[config.mk]
export PLATFORM = sky130hd
export DESIGN_NAME = fifo_link_endpoint
export DESIGN_NICKNAME = d
export VERILOG_FILES = /design/src/rtl/flink_pkg.sv /design/src/rtl/flink_fifo.sv /design/src/rtl/flink_flow.sv /design/src/rtl/flink_rx.sv /design/src/rtl/flink_tx.sv /design/src/rtl/fifo_link_endpoint.sv
export SDC_FILE = /design/constraint.sdc
export NUM_CORES = 1
export LEC_CHECK = 0
export BUFFER_PORTS_ARGS = -buffer_cell sky130_fd_sc_hd__buf_2
export CORE_ASPECT_RATIO = 0.9
export CORE_MARGIN = 2
export CORE_UTILIZATION = 50
export DETAILED_ROUTE_END_ITERATION = 12
export HOLD_SLACK_MARGIN = 0.08
export PLACE_DENSITY = 0.78
export SYNTH_ARGS = -nofsm -noshare
export SYNTH_HDL_FRONTEND = slang
export SYNTH_SLANG_ARGS = --single-unit
[constraint.sdc]
create_clock -name clk -period 3.17 [get_ports clk]
set_input_delay 0.1585 -clock clk [delete_from_list [all_inputs] [get_ports clk]]
set_output_delay 0.1585 -clock clk [all_outputs]
set_load 0.005 [all_outputs]
[src/rtl/flink_pkg.sv]
package flink_pkg;
   // what the outgoing line carries in a given cycle
   typedef enum logic [1:0] {
      TX_IDLE = 2'd0,
      TX_CTRL = 2'd1,
      TX_DATA = 2'd2
   } tx_sel_e;

   // words that may still arrive after a pause decision
   localparam int INFLIGHT_SLACK = 4;

   function automatic int occ_bits(input int depth);
      return $clog2(depth + 1);
   endfunction
endpackage

[src/rtl/flink_fifo.sv]
module flink_fifo #(
   parameter int WIDTH = 8,
   parameter int DEPTH = 16
) (
   input  logic                                   clk,
   input  logic                                   rst_n,
   input  logic                                   push,
   input  logic [WIDTH-1:0]                       din,
   input  logic                                   pop,
   output logic [WIDTH-1:0]                       dout,
   output logic [flink_pkg::occ_bits(DEPTH)-1:0]  count
);
   localparam int  AW   = (DEPTH > 1) ? $clog2(DEPTH) : 1;
   localparam int  CW   = flink_pkg::occ_bits(DEPTH);
   localparam bit  POW2 = (DEPTH & (DEPTH - 1)) == 0;

   logic [WIDTH-1:0] mem [DEPTH];
   logic [AW-1:0]    wp, rp, wp_inc, rp_inc;
   logic             do_push, do_pop;

   assign do_push = push && (count != CW'(DEPTH));
   assign do_pop  = pop  && (count != '0);
   assign dout    = mem[rp];

   generate
      if (POW2) begin : g_wrap_pow2
         assign wp_inc = wp + 1'b1;
         assign rp_inc = rp + 1'b1;
      end else begin : g_wrap_cmp
         assign wp_inc = (wp == AW'(DEPTH - 1)) ? '0 : wp + 1'b1;
         assign rp_inc = (rp == AW'(DEPTH - 1)) ? '0 : rp + 1'b1;
      end
   endgenerate

   always_ff @(posedge clk) begin
      if (do_push) mem[wp] <= din;
   end

   always_ff @(posedge clk) begin
      if (!rst_n) begin
         wp    <= '0;
         rp    <= '0;
         count <= '0;
      end else begin
         if (do_push) wp <= wp_inc;
         if (do_pop)  rp <= rp_inc;
         case ({do_push, do_pop})
            2'b10:   count <= count + CW'(1);
            2'b01:   count <= count - CW'(1);
            default: count <= count;
         endcase
      end
   end
endmodule

[src/rtl/flink_flow.sv]
module flink_flow #(
   parameter int CW      = 5,
   parameter int HI_MARK = 8,
   parameter int LO_MARK = 4
) (
   input  logic          clk,
   input  logic          rst_n,
   input  logic [CW-1:0] occ,
   output logic          ctrl_req,
   output logic          ctrl_xon,
   input  logic          ctrl_taken
);
   // set once a pause word has gone out, cleared by the resume word
   logic paused_far;

   assign ctrl_xon = paused_far;
   assign ctrl_req = paused_far ? (occ < CW'(LO_MARK)) : (occ > CW'(HI_MARK));

   always_ff @(posedge clk) begin
      if (!rst_n)          paused_far <= 1'b0;
      else if (ctrl_taken) paused_far <= !paused_far;
   end
endmodule

[src/rtl/flink_rx.sv]
module flink_rx #(
   parameter int W = 8
) (
   input  logic         clk,
   input  logic         rst_n,
   input  logic         rx_valid,
   input  logic [W:0]   rx_word,
   output logic         data_push,
   output logic [W-1:0] data,
   output logic         peer_ok
);
   logic is_ctrl;

   assign is_ctrl   = rx_valid && rx_word[W];
   assign data_push = rx_valid && !rx_word[W];
   assign data      = rx_word[W-1:0];

   always_ff @(posedge clk) begin
      if (!rst_n)       peer_ok <= 1'b1;
      else if (is_ctrl) peer_ok <= rx_word[0];
   end
endmodule

[src/rtl/flink_tx.sv]
module flink_tx #(
   parameter int W = 8
) (
   input  logic         clk,
   input  logic         rst_n,
   input  logic         ctrl_req,
   input  logic         ctrl_xon,
   input  logic         peer_ok,
   input  logic         sq_empty,
   input  logic [W-1:0] sq_data,
   output logic         sq_pop,
   output logic         ctrl_taken,
   output logic         tx_valid,
   output logic [W:0]   tx_word
);
   import flink_pkg::*;

   tx_sel_e    sel;
   logic [W:0] ctrl_word;

   always_comb begin
      if (ctrl_req)                 sel = TX_CTRL;
      else if (peer_ok && !sq_empty) sel = TX_DATA;
      else                          sel = TX_IDLE;
   end

   always_comb begin
      ctrl_word    = '0;
      ctrl_word[W] = 1'b1;
      ctrl_word[0] = ctrl_xon;
   end

   assign sq_pop     = (sel == TX_DATA);
   assign ctrl_taken = (sel == TX_CTRL);

   always_ff @(posedge clk) begin
      if (!rst_n) begin
         tx_valid <= 1'b0;
         tx_word  <= '0;
      end else begin
         tx_valid <= (sel != TX_IDLE);
         case (sel)
            TX_CTRL: tx_word <= ctrl_word;
            TX_DATA: tx_word <= {1'b0, sq_data};
            default: tx_word <= tx_word;
         endcase
      end
   end
endmodule

[src/rtl/fifo_link_endpoint.sv]
module fifo_link_endpoint #(
   parameter int DATA_W  = 8,
   parameter int DEPTH   = 16,
   parameter int HI_MARK = DEPTH / 2,
   parameter int LO_MARK = DEPTH / 4
) (
   input  logic              clk,
   input  logic              rst_n,
   input  logic              wr_en,
   input  logic [DATA_W-1:0] wr_data,
   output logic              wr_full,
   input  logic              rd_en,
   output logic [DATA_W-1:0] rd_data,
   output logic              rd_empty,
   output logic              tx_valid,
   output logic [DATA_W:0]   tx_word,
   input  logic              rx_valid,
   input  logic [DATA_W:0]   rx_word
);
   localparam int CW = flink_pkg::occ_bits(DEPTH);

   generate
      if (DATA_W < 2) begin : g_bad_width
         $error("DATA_W must be at least 2");
      end
      if (LO_MARK < 1 || LO_MARK >= HI_MARK) begin : g_bad_marks
         $error("marks need 1 <= LO_MARK < HI_MARK");
      end
      if (HI_MARK + flink_pkg::INFLIGHT_SLACK > DEPTH) begin : g_bad_slack
         $error("DEPTH leaves too little room above HI_MARK");
      end
   endgenerate

   logic [CW-1:0]     sq_cnt, rx_cnt;
   logic [DATA_W-1:0] sq_data, rx_data;
   logic              sq_pop, rx_push, peer_ok;
   logic              ctrl_req, ctrl_xon, ctrl_taken;

   assign wr_full  = (sq_cnt == CW'(DEPTH));
   assign rd_empty = (rx_cnt == '0);

   flink_fifo #(.WIDTH(DATA_W), .DEPTH(DEPTH)) u_send_q (
      .clk(clk), .rst_n(rst_n),
      .push(wr_en), .din(wr_data),
      .pop(sq_pop), .dout(sq_data), .count(sq_cnt)
   );

   flink_fifo #(.WIDTH(DATA_W), .DEPTH(DEPTH)) u_recv_q (
      .clk(clk), .rst_n(rst_n),
      .push(rx_push), .din(rx_data),
      .pop(rd_en), .dout(rd_data), .count(rx_cnt)
   );

   flink_rx #(.W(DATA_W)) u_rx (
      .clk(clk), .rst_n(rst_n),
      .rx_valid(rx_valid), .rx_word(rx_word),
      .data_push(rx_push), .data(rx_data), .peer_ok(peer_ok)
   );

   flink_flow #(.CW(CW), .HI_MARK(HI_MARK), .LO_MARK(LO_MARK)) u_flow (
      .clk(clk), .rst_n(rst_n), .occ(rx_cnt),
      .ctrl_req(ctrl_req), .ctrl_xon(ctrl_xon), .ctrl_taken(ctrl_taken)
   );

   flink_tx #(.W(DATA_W)) u_tx (
      .clk(clk), .rst_n(rst_n),
      .ctrl_req(ctrl_req), .ctrl_xon(ctrl_xon), .peer_ok(peer_ok),
      .sq_empty(sq_cnt == '0), .sq_data(sq_data),
      .sq_pop(sq_pop), .ctrl_taken(ctrl_taken),
      .tx_valid(tx_valid), .tx_word(tx_word)
   );
endmodule

# Word level (Yosys, flattened, before mapping)
# Memories as Yosys holds them, arrays and structs flattened. A register that Yosys moved wholly into a read port is not among the register bits.
# Index checks and enable logic that the tools add are counted.
[totals]
output_inout_bits = 20
input_bits = 22
ram_bits = 256
n_memories = 2
wordCells = 63
regBits = 38
[mem_list]
columns = ["name", "words", "word_bits", "rd", "rd_ports_with_merged_regs", "wr", "line_no", "rtl"]
rows = [
  ["u_recv_q.mem", 16, 8, 1, 1, 1, "flink_fifo.sv:17", "logic [WIDTH-1:0] mem [DEPTH];"],
  ["u_send_q.mem", 16, 8, 1, 1, 1, "flink_fifo.sv:17", ""],
]
[classes]
addsub = 8
n_mux = 14
magnitude_cmp = 2
n_eq_ne = 9
n_reduce_logical = 18
[ops]
columns = ["op", "n"]
rows = [
  ["5-bit case mux with 2 select lines", 2],
  ["9-bit case mux with 2 select lines", 1],
  ["4-bit by 1-bit adder with 4-bit output (second input constant)", 4],
  ["4-bit two-way mux", 4],
  ["5-bit by 1-bit adder with 5-bit output (second input constant)", 2],
  ["5-bit zero test", 2],
  ["5-bit inequality test (second input constant)", 2],
  ["5-bit nonzero test", 2],
  ["5-bit by 1-bit subtractor with 5-bit output (second input constant)", 2],
  ["2-bit nonzero test", 4],
  ["1-bit logical AND", 7],
  ["2-bit by 1-bit equality test with 1-bit output (second input constant)", 3],
  ["2-bit equality test (second input constant)", 3],
  ["5-bit equality test (second input constant)", 1],
  ["5-bit by 4-bit > comparator with 1-bit output (second input constant)", 1],
  ["5-bit by 3-bit less-than comparator with 1-bit output (second input constant)", 1],
  ["1-bit two-way mux", 5],
  ["2-bit two-way mux", 2],
  ["1-bit zero test", 3],
]

# Longest topological paths before layout
# Gate-level depths: netlist of the first run.
[logic_depth]
depth_word = 9
ltp_mapped = 14
ltp_nobuf = 11

# Hierarchy
# A second synthesis of the first run with hierarchy kept.
[unflattened]
hier_cells = 725
hier_area_um2 = 12359.4
[by_module_without_submodules]
columns = ["module", "area_per_inst_um2", "cells_per_inst", "instances", "seq_area_each_um2"]
rows = [
  ["flink_fifo", 5891.9, 327, 2, 4184.0],
  ["flink_tx", 375.4, 46, 1, 200.2],
  ["flink_rx", 108.9, 13, 1, 20.0],
  ["flink_flow", 61.3, 7, 1, 20.0],
  ["fifo_link_endpoint", 30.0, 5, 1, 0.0],
]

# Least setup slack after synthesis of the first run
# Ideal clock, no wire load.
[synth_timing]
path_kind = "register to register"
startpoint = "register u_send_q.count[2] (netlist bit)"
endpoint = "register u_send_q.count[4] (netlist bit)"
stages_incl_launch_ff = 14
path_buffers = 3
period_less_slack_ns = 2.913
arrival_time_ns = 2.841
t_required_ns = 3.098
setup_ns = 0.072
slack_ns = 0.257
path_cell_list = "dfxtp_1 > buf_2 > or4_4 > o21ai_4 > nor2_2 > buf_2 > ha_1 > clkbuf_1 > xor2_1 > ha_1 > o21bai_1 > a32oi_1 > mux2i_1 > mux2i_1"
[synth_between]
elab_chain_len = 9
word_cells_on_any_way = 16
cone_classes = "2 x add/sub; 4 x eq/ne; 3 x mux; 7 x reduce/logical"
[synth_rtl]
columns = ["element", "line_no", "rtl"]
rows = [
  ["start, declared", "flink_fifo.sv:11", "output logic [flink_pkg::occ_bits(DEPTH)-1:0] count"],
  ["start signal, assigned", "flink_fifo.sv:48", "2'b10: count <= count + CW'(1);"],
  ["start signal, assigned", "flink_fifo.sv:49", "2'b01: count <= count - CW'(1);"],
  ["start signal, assigned", "flink_fifo.sv:50", "default: count <= count;"],
  ["5-bit zero test", "fifo_link_endpoint.sv:68", ".sq_empty(sq_cnt == '0), .sq_data(sq_data),"],
  ["1-bit zero test", "flink_tx.sv:23", "else if (peer_ok && !sq_empty) sel = TX_DATA;"],
  ["1-bit logical AND", "flink_tx.sv:23", ""],
  ["2-bit two-way mux", "flink_tx.sv:23", ""],
  ["2-bit two-way mux", "flink_tx.sv:22", "if (ctrl_req) sel = TX_CTRL;"],
  ["2-bit equality test", "flink_tx.sv:33", "assign sq_pop = (sel == TX_DATA);"],
  ["1-bit logical AND *", "flink_fifo.sv:22", "assign do_pop = pop && (count != '0);"],
  ["via u_send_q.do_pop", "flink_fifo.sv:19", "logic do_push, do_pop;"],
  ["2-bit by 1-bit equality test with 1-bit output / 2-bit equality test (equally long branches)", "flink_fifo.sv:47", "case ({do_push, do_pop})"],
  ["5-bit case mux with 2 select lines / 2-bit nonzero test (equally long branches)", "-", ""],
]
# Mark *: on every way through the listed nets, which the timed path passes. The rest lies on a longest branch.
# A chain may end at the register's enable or synchronous reset.

# Final worst setup path of the first run
[layout_timing]
startpoint = "register u_send_q.count[2] (netlist bit)"
endpoint = "register u_send_q.count[2] (netlist bit)"
[layout_between]
elab_chain_len = 9
word_cells_on_any_way = 16
cone_classes = "2 x add/sub; 4 x eq/ne; 3 x mux; 7 x reduce/logical"
[layout_rtl]
columns = ["element", "line_no"]
rows = [
  ["5-bit zero test", "fifo_link_endpoint.sv:68"],
  ["1-bit zero test", "flink_tx.sv:23"],
  ["1-bit logical AND", "flink_tx.sv:23"],
  ["2-bit two-way mux", "flink_tx.sv:23"],
  ["2-bit two-way mux", "flink_tx.sv:22"],
  ["2-bit equality test", "flink_tx.sv:33"],
  ["1-bit logical AND", "flink_fifo.sv:22"],
  ["2-bit by 1-bit equality test with 1-bit output / 2-bit equality test (equally long branches)", "flink_fifo.sv:47"],
  ["5-bit case mux with 2 select lines / 2-bit nonzero test (equally long branches)", "-"],
]
# Parallel ways exist; a longest one is shown, timed or not.

==> metrics.csv, run 1 <==
stage,metric,value,unit
synth,Main synth FF type,edfxtp_1,
sta,final cycle utilization of the critical path,91.8,%
run_status,status,completed,
synth,post-synthesis xor/xnor area fraction,1.47,%
global_route,global-route wire length before repair,35800,um
global_route,initial antenna violation count,0,
clocking,clk_lat worst skew,0.55,ns
finish,Post-Route Utilization,58.5,%
floorplanning,Row Count,53,
sta,count of pins over their slew limit,0,
floorplanning,chip width,167,um
sta,clk_skew,0.0327,ns
synth,Synthesized Nets,669,
synth,largest family of logic cells by synthesized area,multiplexers,
sta,Worst slew margin,21.7,%
floorplanning,Ports,42,
synth,Post-synth EDFFs,256,
route,Via density,5.77,
clocking,"Reg clk slew, reported paths",0.06,ns
sta,final setup fails,0,
worst_setup_path,"critical path fanouts, max",10,
synth,area of the mapped netlist,11900,sq um
synth,Synth cell types,46,
clocking,H-tree Lvls,1,
route,DRT iter0 DRCs,592,
synth,sequential fraction of the synthesis area,72.2,%
finish,ANT cells,0,
synth,adder-cell area share of the yosys netlist,1.85,%
power,Leakage,0.00455,uW
route,vias,5981,
synth,Compound-Gate Fraction of Synth Area,2.08,%
floorplanning,Die H,151,um
finish,Syn-to-layout area delta,14.7,%
place,RD Place Congestion,0.796,
finish,share of layout cells above drive strength 1,25.2,%
floorplanning,initial core utilization,51.0,%
synth,Synth Area in Simple Gates,4.58,%
flow_run,MaxCap Viol Count,0,
synth,Yosys Warn Count,0,
global_route,vias in the first global route,6286,
global_route,global-route usage over all layers,18.5,%
sta,"Hold Vio Cnt, Final",0,
synth,post-synthesis mux area share,16.1,%
power,peak supply drop,540,uV
finish,post-layout net count,749,
worst_setup_path,critical path data required time,3.63,ns
worst_setup_path,crit start category,flip-flop,
power,PD cells,741,nW/um^2
clocking,clk buf depth,3,
finish,number of fill cells,1654,
clocking,CTS tree,yes,
place,IO Port Bufs,41,
synth,mean area per synthesized cell,18.9,sq um
finish,"commonest non-fill, non-tap cell in the layout",edfxtp_1,
global_route,grt total ovfl,0,
route,final WL,22800,um
worst_setup_path,capturing element type of the critical path,flip-flop,
floorplanning,Core ar.,23400,sq um
finish,"commonest cells after routing, fill and taps aside","256 x edfxtp_1, 71 x mux4_2, 66 x nor2_1, 44 x dfxtp_1, 41 x buf_2",
sta,Tightest Pin Transition,1.17,ns
synth,asr flop ratio synth,0,%
route,Routed Antenna Nets,0,
worst_setup_path,"Worst Path Class, Setup",flip-flop to flip-flop,
place,Detailed Place HPWL,14600,um
route,1st-pass router iterations,5,
synth,Seq cells post-synth,302,
clocking,clk sinks,302,
worst_hold_path,Hold Path Class,input pin to flip-flop,
clocking,root buffer cell,clkbuf_16,
global_route,pin count of the biggest net entering global routing,40,
sta,maximum clock rate,0.344,GHz
worst_setup_path,worst path arrival time,3.37,ns
sta,setup TNS,0,ns
sta,RSZ-0062 raised after global routing,no,
sta,Period minus WS final,2.91,ns
synth,Synth Instances,630,
clocking,post-cts sizing count,0,
route,DRC,0,
route,WL/cell,22.0,um
clocking,clock buffer count from CTS,30,
floorplanning,DIE AREA,25100,sq um
## synth_stat cells (all sizes together) (2+ instances only)
cell,n,share of area [%]
mux4,80,15
clkbuf,14,0.44
nor3,8,0.34
buf,19,0.93
a22oi,7,0.44
nor2,67,2.1
inv,11,0.35
xor2,13,0.95
or3,2,0.10
a21oi,11,0.46
nand4,4,0.21
xnor2,7,0.51
o21bai,2,0.13
dfxtp,46,7.7
nand3,4,0.17
o21ai,7,0.42
nand2,20,0.63
edfxtp,256,64
mux2i,9,0.76
nand2b,7,0.37
a21o,3,0.19
and2,2,0.10
ha,16,1.7
## stage by stage
stage	hold slack (ns)	setup WS (ns)	cell area [sq um]	std cells	power [uW]
final	0.124	0.259	13700	1036	10100
after global placement	0.412	0.499	12500	962	6650
after floorplan	0.230	0.257	11900	630	6210
after detailed placement	0.417	0.326	12500	962	6760
after CTS	0.102	0.212	13700	1036	10200
after global routing	0.155	0.0453	13700	1036	10600
## layer usage
layer | wire length, um | track usage, % | part of all wire [%] | vias to the layer above
li1 | - | - | - | 2662
met1 | 9440 | 25.5 | 41 | 3049
met2 | 11400 | 31.3 | 50 | 230
met3 | 1550 | 3.50 | 6.8 | 40
met4 | 428 | 4.35 | 1.9 | 0
met5 | 0 | 0 | 0 | -
## logic make-up (layout without fill, tap and decap cells)
family                   Yosys count  count (layout)
flip-flops                       302             302
buffers and inverters             44             148
AO/OA/AOI/OAI                     36              36
multiplexers                      89              89
adder cells (fa/ha/maj)           17              17
AND/OR/NAND/NOR                  122             122
XOR/XNOR                          20              20
## critical path, stage by stage, from the launching register on
cell      delay [ns]
dfxtp_1         0.51
nor2_1          0.12
nand3_1         0.11
and2_1          0.32
inv_1           0.16
ha_1            0.35
xor2_1          0.20
ha_1            0.20
o21bai_1        0.19
xnor2_1         0.17
or3_1           0.33
a21oi_1         0.17
## path summary, 6_finish.rpt
kind / start / slack (ns) / cells after the start / end
worst max-delay path: u_send_q.count[2] / 0.26 / 11 / u_send_q.count[2]
worst min-delay path: rd_en / 0.12 / 4 / u_recv_q.rp[0]
worst max register to register: u_send_q.count[2] / 0.26 / 11 / u_send_q.count[2]
worst min register to register: u_tx.tx_word[5] / 0.52 / 2 / u_tx.tx_word[5]
## registers in the layout (all words and copies together) (netlist names), named ones only
register	cells
u_send_q.rp	4
u_tx.tx_valid	1
u_rx.peer_ok	1
u_recv_q.rp	4
u_send_q.wp	4
u_send_q.mem	128
u_tx.tx_word	9
u_recv_q.wp	4
u_send_q.count	5
u_recv_q.mem	128
u_flow.ctrl_xon	1
u_recv_q.count	5
## report_power, final
part	switching (uW)	total (uW)	internal, uW
Sequential	233	4750	4520
Combinational	949	1940	988
Clock	1420	3460	2030
Total	2610	10100	7540
## layout make-up
cell class / instances / area (sq um) / share of cell area, %
multi-input combinational: 284 / 3120 / 22.8
tap: 302 / 378 / 2.76
inverter: 11 / 41.3 / 0.302
sequential: 302 / 8610 / 62.9
timing repair buffer: 81 / 563 / 4.11
clock inverter: 18 / 178 / 1.30
clock buffer: 38 / 801 / 5.85
## timing repair
| action | CTS | global route |
|---|---|---|
| setup buffers | 0 | 0 |
| endpoints found under the hold margin | 260 | 0 |
| hold buffers | 18 | 0 |
(Power assumes the default switching activity.)
==> run 2: changes to the inputs <==
GPL_TIMING_DRIVEN = 0   (was unset)
==> metrics.csv, run 2 (same netlist as run 1, synthesis figures left out) <==
stage,metric,value,unit,change
place,post-place instance area,12500,sq um,-0.13%
worst_setup_path,worst path arrival time,3.55,ns,+0.18 ns
worst_setup_path,RR Startpoint,u_send_q.count[2],,
route,WL/cell,23.0,um,+4.6%
finish,"commonest non-fill, non-tap cell in the layout",edfxtp_1,,
clocking,root buffer cell,clkbuf_16,,
worst_setup_path,CP bufs+invs,2,,+1
worst_setup_path,Crit Reg-Reg Endpoint,u_send_q.count[4],,
power,clock network power share,33.6,%,-0.5 points
floorplanning,chip width,167,um,unchanged
worst_setup_path,flop2flop setup slack,0.12,ns,-0.14 ns
clocking,H-tree Lvls,1,,unchanged
sta,Worst slew margin,13.4,%,-8.3 points
sta,RSZ-0062 raised after global routing,yes,,
sta,maximum clock rate,0.327,GHz,-4.7%
finish,ANT cells,0,,unchanged
place,DP Cell Count,973,,+1.1%
global_route,vias in the first global route,6501,,+3.4%
power,Pint,7580,uW,+0.50%
worst_setup_path,"Cell Chain, Critical Path","buf_2, or4_4, o21ai_4, nor2_2, buf_2, ha_4, xor2_1, ha_1, o21bai_1, a32oi_1, mux2i_1, mux2i_1",,
clocking,CTS tree,yes,,
worst_setup_path,"Worst Path Class, Setup",flip-flop to flip-flop,,
sta,final setup fails,0,,unchanged
clocking,clk buf depth,3,,unchanged
worst_hold_path,hold_sp,wr_en,,
clocking,"Reg clk slew, reported paths",0.06,ns,about the same
finish,multi-input logic area,3170,sq um,+1.8%
worst_hold_path,Worst Hold Path Cells,5,,+1
route,DRT iter0 DRCs,692,,+17%
run_status,status,completed,,
route,vias,6157,,+2.9%
worst_setup_path,crit-path leading delay family,compound AO/OA/AOI/OAI gates,,
place,RD Place Congestion,0.808,,+1.5%
finish,Syn-to-layout area delta,15.1,%,
finish,Non-Filler Instances,1047,,+1.1%
floorplanning,initial core utilization,51.0,%,unchanged
finish,share of layout cells above drive strength 1,24.3,%,-0.91 points
worst_setup_path,Worst R2R Path Depth,12,,+1
power,sequential share of power,45.6,%,-1.2 points
finish,"commonest cells after routing, fill and taps aside","256 x edfxtp_1, 71 x mux4_2, 66 x nor2_1, 48 x buf_2, 46 x dfxtp_1",,
place,IO Port Bufs,41,,unchanged
sta,Fin Hold WS,0.150,ns,+0.0261 ns
global_route,global-route wire length before repair,37600,um,+5.2%
global_route,pin count of the biggest net entering global routing,18,,-55%
worst_hold_path,WHS Endpoint,u_send_q.wp[0],,
sta,clk_skew,0.0271,ns,-0.00559 ns
power,Gate power share,20.8,%,+1.7 points
place,Detailed Place HPWL,15400,um,+5.0%
finish,post-layout net count,762,,+1.7%
finish,Regs by FF count,"u_recv_q.mem: 128 flops, u_send_q.mem: 128 flops, u_tx.tx_word: 9 flops",,
power,peak supply drop,562,uV,+4.1%
worst_hold_path,Hold Path Class,input pin to flip-flop,,
power,P_sw,2710,uW,+4.0%
sta,final cycle utilization of the critical path,96.4,%,+4.5 points
global_route,global-route usage over all layers,19.7,%,+1.2 points
floorplanning,DIE AREA,25100,sq um,unchanged
global_route,grt total ovfl,0,,unchanged
flow_run,MaxCap Viol Count,0,,unchanged
finish,number of fill cells,1653,,-0.060%
floorplanning,Row Count,53,,unchanged
worst_setup_path,CP peak stage delay,0.51,ns,about the same
route,final WL,24100,um,+5.8%
route,Routed Antenna Nets,0,,unchanged
sta,Period minus WS final,3.05,ns,+0.144 ns
clocking,clk sinks,302,,unchanged
route,Via density,5.88,,+1.9%
sta,Tightest Pin Transition,1.29,ns,+0.116 ns
clocking,clock buffer count from CTS,30,,unchanged
worst_setup_path,crit start category,flip-flop,,
power,Net Sw Frac,26.3,%,+0.65 points
worst_setup_path,slowest CP cell,or4_4,,
worst_setup_path,critical path data required time,3.66,ns,+0.03 ns
sta,"Hold Vio Cnt, Final",0,,unchanged
route,DRC,0,,unchanged
finish,post-route cell area,13700,sq um,+0.30%
worst_setup_path,CP startpoint,u_send_q.count[2],,
floorplanning,Die H,151,um,unchanged
worst_setup_path,"critical path fanouts, max",10,,unchanged
worst_setup_path,capturing element type of the critical path,flip-flop,,
clocking,clk_lat worst skew,0.56,ns,about the same
floorplanning,Core ar.,23400,sq um,unchanged
power,PD cells,749,nW/um^2,+1.1%
global_route,initial antenna violation count,0,,unchanged
sta,count of pins over their slew limit,0,,unchanged
finish,register area,8610,sq um,about the same
floorplanning,Ports,42,,unchanged
route,1st-pass router iterations,5,,unchanged
power,Leakage,0.00455,uW,about the same
## run 2: cell types whose count changed in the layout (fill, tap and decap cells not counted), moves of 2 or more
| cell | previous run | this run |
|---|---|---|
| buf_1 | 0 | 8 |
| buf_2 | 41 | 48 |
| buf_4 | 21 | 4 |
| clkbuf_1 | 6 | 18 |
| clkbuf_8 | 2 | 0 |
| clkinv_2 | 4 | 7 |
| dfxtp_1 | 44 | 46 |
| dfxtp_2 | 2 | 0 |
| nor3_1 | 8 | 3 |
| nor3_2 | 0 | 5 |
## run 2: timing repair
action / in CTS / in global routing
setup endpoints to repair: 12 / 4
hold endpoints to repair: 262 / 0
hold buffers: 19 / 0
buffers inserted: 0 / 1
resized for setup: 3 / 2
pin swaps: 0 / 2
## run 2: cell type report
cell class / instances / area share (%)
plain buffers: 32 / 1.17
clock buffers: 36 / 5.79
clock inverters: 18 / 1.20
inverters: 11 / 0.301
multi-input cells: 284 / 23.1
flip-flops and latches: 302 / 62.7
well taps: 302 / 2.75
repair buffers: 62 / 2.99
## run 2: worst max path at each step
stage,endpoint,cells after the start
floorplan,u_send_q.count[4],13
global placement,u_send_q.count[4],12
detailed placement,u_send_q.count[4],12
CTS,u_send_q.count[4],11
global route,u_send_q.count[4],12
finish,u_send_q.count[4],12
## run 2: worst reg2reg max path, stage by stage (launching register included)
cell,delay (ns)
dfxtp_1,0.29
buf_2,0.16
or4_4,0.51
o21ai_4,0.22
nor2_2,0.10
buf_2,0.22
ha_4,0.23
xor2_1,0.15
ha_1,0.20
o21bai_1,0.19
a32oi_1,0.25
mux2i_1,0.28
mux2i_1,0.19
## run 2: routing by layer
| layer | GRT usage (%) | up-vias | part of all wire [%] |
|---|---|---|---|
| li1 | - | 2689 | - |
| met1 | 27.6 | 3217 | 43 |
| met2 | 32.8 | 208 | 49 |
| met3 | 3.10 | 43 | 6.0 |
| met4 | 5.30 | 0 | 2.2 |
| met5 | 0 | - | 0 |
## run 2: through the flow
step	setup TNS, ns	utilization, %	setup WS, ns	power (uW)
finish	0	58.6	0.116	10300
CTS	0	58.4	0.0302	10300
global route	-0.0890	58.6	-0.0890	10700
detailed placement	-0.252	53.5	-0.138	6830
floorplan	0	-	0.257	6210
global placement	0	53.5	0.0107	6700
## run 2: power by group through the flow
stage / registers (uW) / clock network (uW) / logic, uW
finish: 4690 / 3460 / 2140
detailed placement: 4760 / 0 / 2070
floorplan: 4720 / 0 / 1490
global placement: 4740 / 0 / 1970
global route: 4710 / 3660 / 2340
CTS: 4680 / 3500 / 2120
==> run 3: changes to the inputs <==
--- a/config.mk
+++ b/config.mk
@@ -14,4 +14,5 @@
 export HOLD_SLACK_MARGIN = 0.08
 export PLACE_DENSITY = 0.78
+export SKIP_CTS_REPAIR_TIMING = 1
 export SYNTH_ARGS = -nofsm -noshare
 export SYNTH_HDL_FRONTEND = slang
==> constraint.sdc (replaced) <==
create_clock -name clk -period 3.17 [get_ports clk]
set_input_delay 0.1585 -clock clk [delete_from_list [all_inputs] [get_ports clk]]
set_output_delay 0.1585 -clock clk [all_outputs]
set_load 0.1 [all_outputs]
==> metrics.csv, run 3 (same netlist as run 1, synthesis figures left out) <==
stage,metric,value,unit,change
sta,Fin Hold WS,0.150,ns,-0.0000160 ns
clocking,CTS tree,yes,,
worst_setup_path,critical path data required time,3.66,ns,about the same
worst_setup_path,worst path arrival time,3.55,ns,about the same
worst_setup_path,CP peak stage delay,0.51,ns,about the same
worst_setup_path,crit start category,flip-flop,,
finish,post-layout net count,761,,-0.13%
clocking,clk_lat worst skew,0.56,ns,about the same
power,peak supply drop,967,uV,+72%
sta,RSZ-0062 raised after global routing,yes,,
worst_setup_path,CP bufs+invs,2,,unchanged
route,final WL,24100,um,about the same
route,WL/cell,23.0,um,+0.10%
worst_setup_path,"Worst Path Class, Setup",flip-flop to flip-flop,,
sta,Period minus WS final,3.06,ns,+0.00694 ns
route,Via density,5.85,,-0.44%
route,vias,6124,,-0.54%
floorplanning,Core ar.,23400,sq um,unchanged
worst_hold_path,Hold Path Class,input pin to flip-flop,,
worst_setup_path,slowest CP cell,or4_4,,
clocking,root buffer cell,clkbuf_16,,
place,Detailed Place HPWL,15400,um,unchanged
power,Leakage,0.00454,uW,-0.12%
sta,worst setup margin,0.109,ns,-0.00694 ns
finish,"commonest non-fill, non-tap cell in the layout",edfxtp_1,,
floorplanning,Die H,151,um,unchanged
route,Routed Antenna Nets,0,,unchanged
worst_setup_path,capturing element type of the critical path,flip-flop,,
route,DRC,0,,unchanged
clocking,clk sinks,302,,unchanged
worst_setup_path,"critical path fanouts, max",10,,unchanged
sta,"Hold Vio Cnt, Final",0,,unchanged
flow_run,MaxCap Viol Count,0,,unchanged
global_route,initial antenna violation count,0,,unchanged
sta,final cycle utilization of the critical path,96.6,%,+0.22 points
sta,count of pins over their slew limit,0,,unchanged
floorplanning,Row Count,53,,unchanged
worst_setup_path,CP startpoint,u_send_q.count[2],,
finish,"commonest cells after routing, fill and taps aside","256 x edfxtp_1, 71 x mux4_2, 66 x nor2_1, 46 x dfxtp_1, 45 x buf_2",,
global_route,pin count of the biggest net entering global routing,18,,unchanged
place,RD Place Congestion,0.808,,unchanged
worst_setup_path,RR Startpoint,u_send_q.count[2],,
clocking,H-tree Lvls,1,,unchanged
worst_setup_path,crit-path leading delay family,compound AO/OA/AOI/OAI gates,,
run_status,status,completed,,
floorplanning,chip width,167,um,unchanged
global_route,grt total ovfl,0,,unchanged
clocking,clock buffer count from CTS,30,,unchanged
clocking,clk buf depth,3,,unchanged
sta,clk_skew,0.0251,ns,-0.00193 ns
finish,ANT cells,0,,unchanged
worst_setup_path,"Cell Chain, Critical Path","buf_2, or4_4, o21ai_4, nor2_2, buf_2, ha_4, xor2_1, ha_1, o21bai_1, a32oi_1, mux2i_1, mux2i_1",,
global_route,global-route wire length before repair,37100,um,-1.3%
clocking,"Reg clk slew, reported paths",0.06,ns,about the same
place,pre-CTS WS,-0.138,ns,unchanged
finish,Syn-to-layout area delta,15.1,%,about the same
finish,Regs by FF count,"u_recv_q.mem: 128 flops, u_send_q.mem: 128 flops, u_tx.tx_word: 9 flops",,
floorplanning,initial core utilization,51.0,%,unchanged
sta,maximum clock rate,0.327,GHz,-0.23%
power,PD cells,807,nW/um^2,+7.7%
route,1st-pass router iterations,5,,unchanged
sta,Worst slew margin,10.5,%,-2.8 points
route,DRT iter0 DRCs,658,,-4.9%
finish,number of fill cells,1653,,unchanged
power,Tot Pwr,11100,uW,+7.7%
finish,share of layout cells above drive strength 1,24.3,%,+0.033 points
place,IO Port Bufs,41,,unchanged
floorplanning,DIE AREA,25100,sq um,unchanged
sta,final setup fails,0,,unchanged
floorplanning,Ports,42,,unchanged
worst_hold_path,hold_sp,wr_en,,
global_route,global-route usage over all layers,19.5,%,-0.18 points
sta,Tightest Pin Transition,1.33,ns,+0.0423 ns
global_route,vias in the first global route,6380,,-1.9%
==> run 3: where the power goes <==
group | switching [uW] | internal, uW
Combinational | 1890 | 1050
Clock | 1440 | 2020
Sequential | 169 | 4520
==> run 3: routing by layer <==
layer  vias up  share of wire, %  global-route usage [%]
met1      3167                42                    27.1
met3        42               6.7                    3.31
met5         -                 0                       0
met4         0               2.1                    5.39
li1       2682                 -                       -
met2       233                49                    32.5
==> run 3: worst min-delay path, delay by kind of cell <==
| kind | cells | cell delay (ns) |
|---|---|---|
| AND/OR/NAND/NOR | 2 | 0.18 |
| XOR/XNOR | 1 | 0.08 |
| buffers and inverters | 2 | 0.26 |
==> run 3: path summary, 6_finish.rpt <==
path	end	slack (ns)	depth (start not counted)
hold / removal	u_send_q.wp[0]	0.15	5
setup / recovery	u_send_q.count[4]	0.11	12
hold reg to reg	u_tx.tx_word[8]	0.52	2
setup reg to reg	u_send_q.count[4]	0.11	12
==> run 3: layout make-up <==
class | count | area, sq um | share of cell area, %
Buffer | 32 | 168 | 1.22
Clock buffer | 36 | 795 | 5.79
Clock inverter | 18 | 165 | 1.20
Inverter | 11 | 41.3 | 0.301
Multi-Input combinational cell | 284 | 3170 | 23.1
Sequential cell | 302 | 8610 | 62.7
Tap cell | 302 | 378 | 2.75
Timing Repair Buffer | 61 | 400 | 2.92
==> run 3: metrics by stage <==
| stage | utilization [%] | cell area [sq um] | instances | setup TNS, ns |
|---|---|---|---|---|
| floorplan | - | 11900 | 630 | 0 |
| global placement | 53.5 | 12500 | 973 | 0 |
| detailed placement | 53.5 | 12500 | 973 | -0.252 |
| CTS | 57.5 | 13500 | 1027 | -0.553 |
| global route | 58.6 | 13700 | 1046 | -0.0890 |
| finish | 58.6 | 13700 | 1046 | 0 |
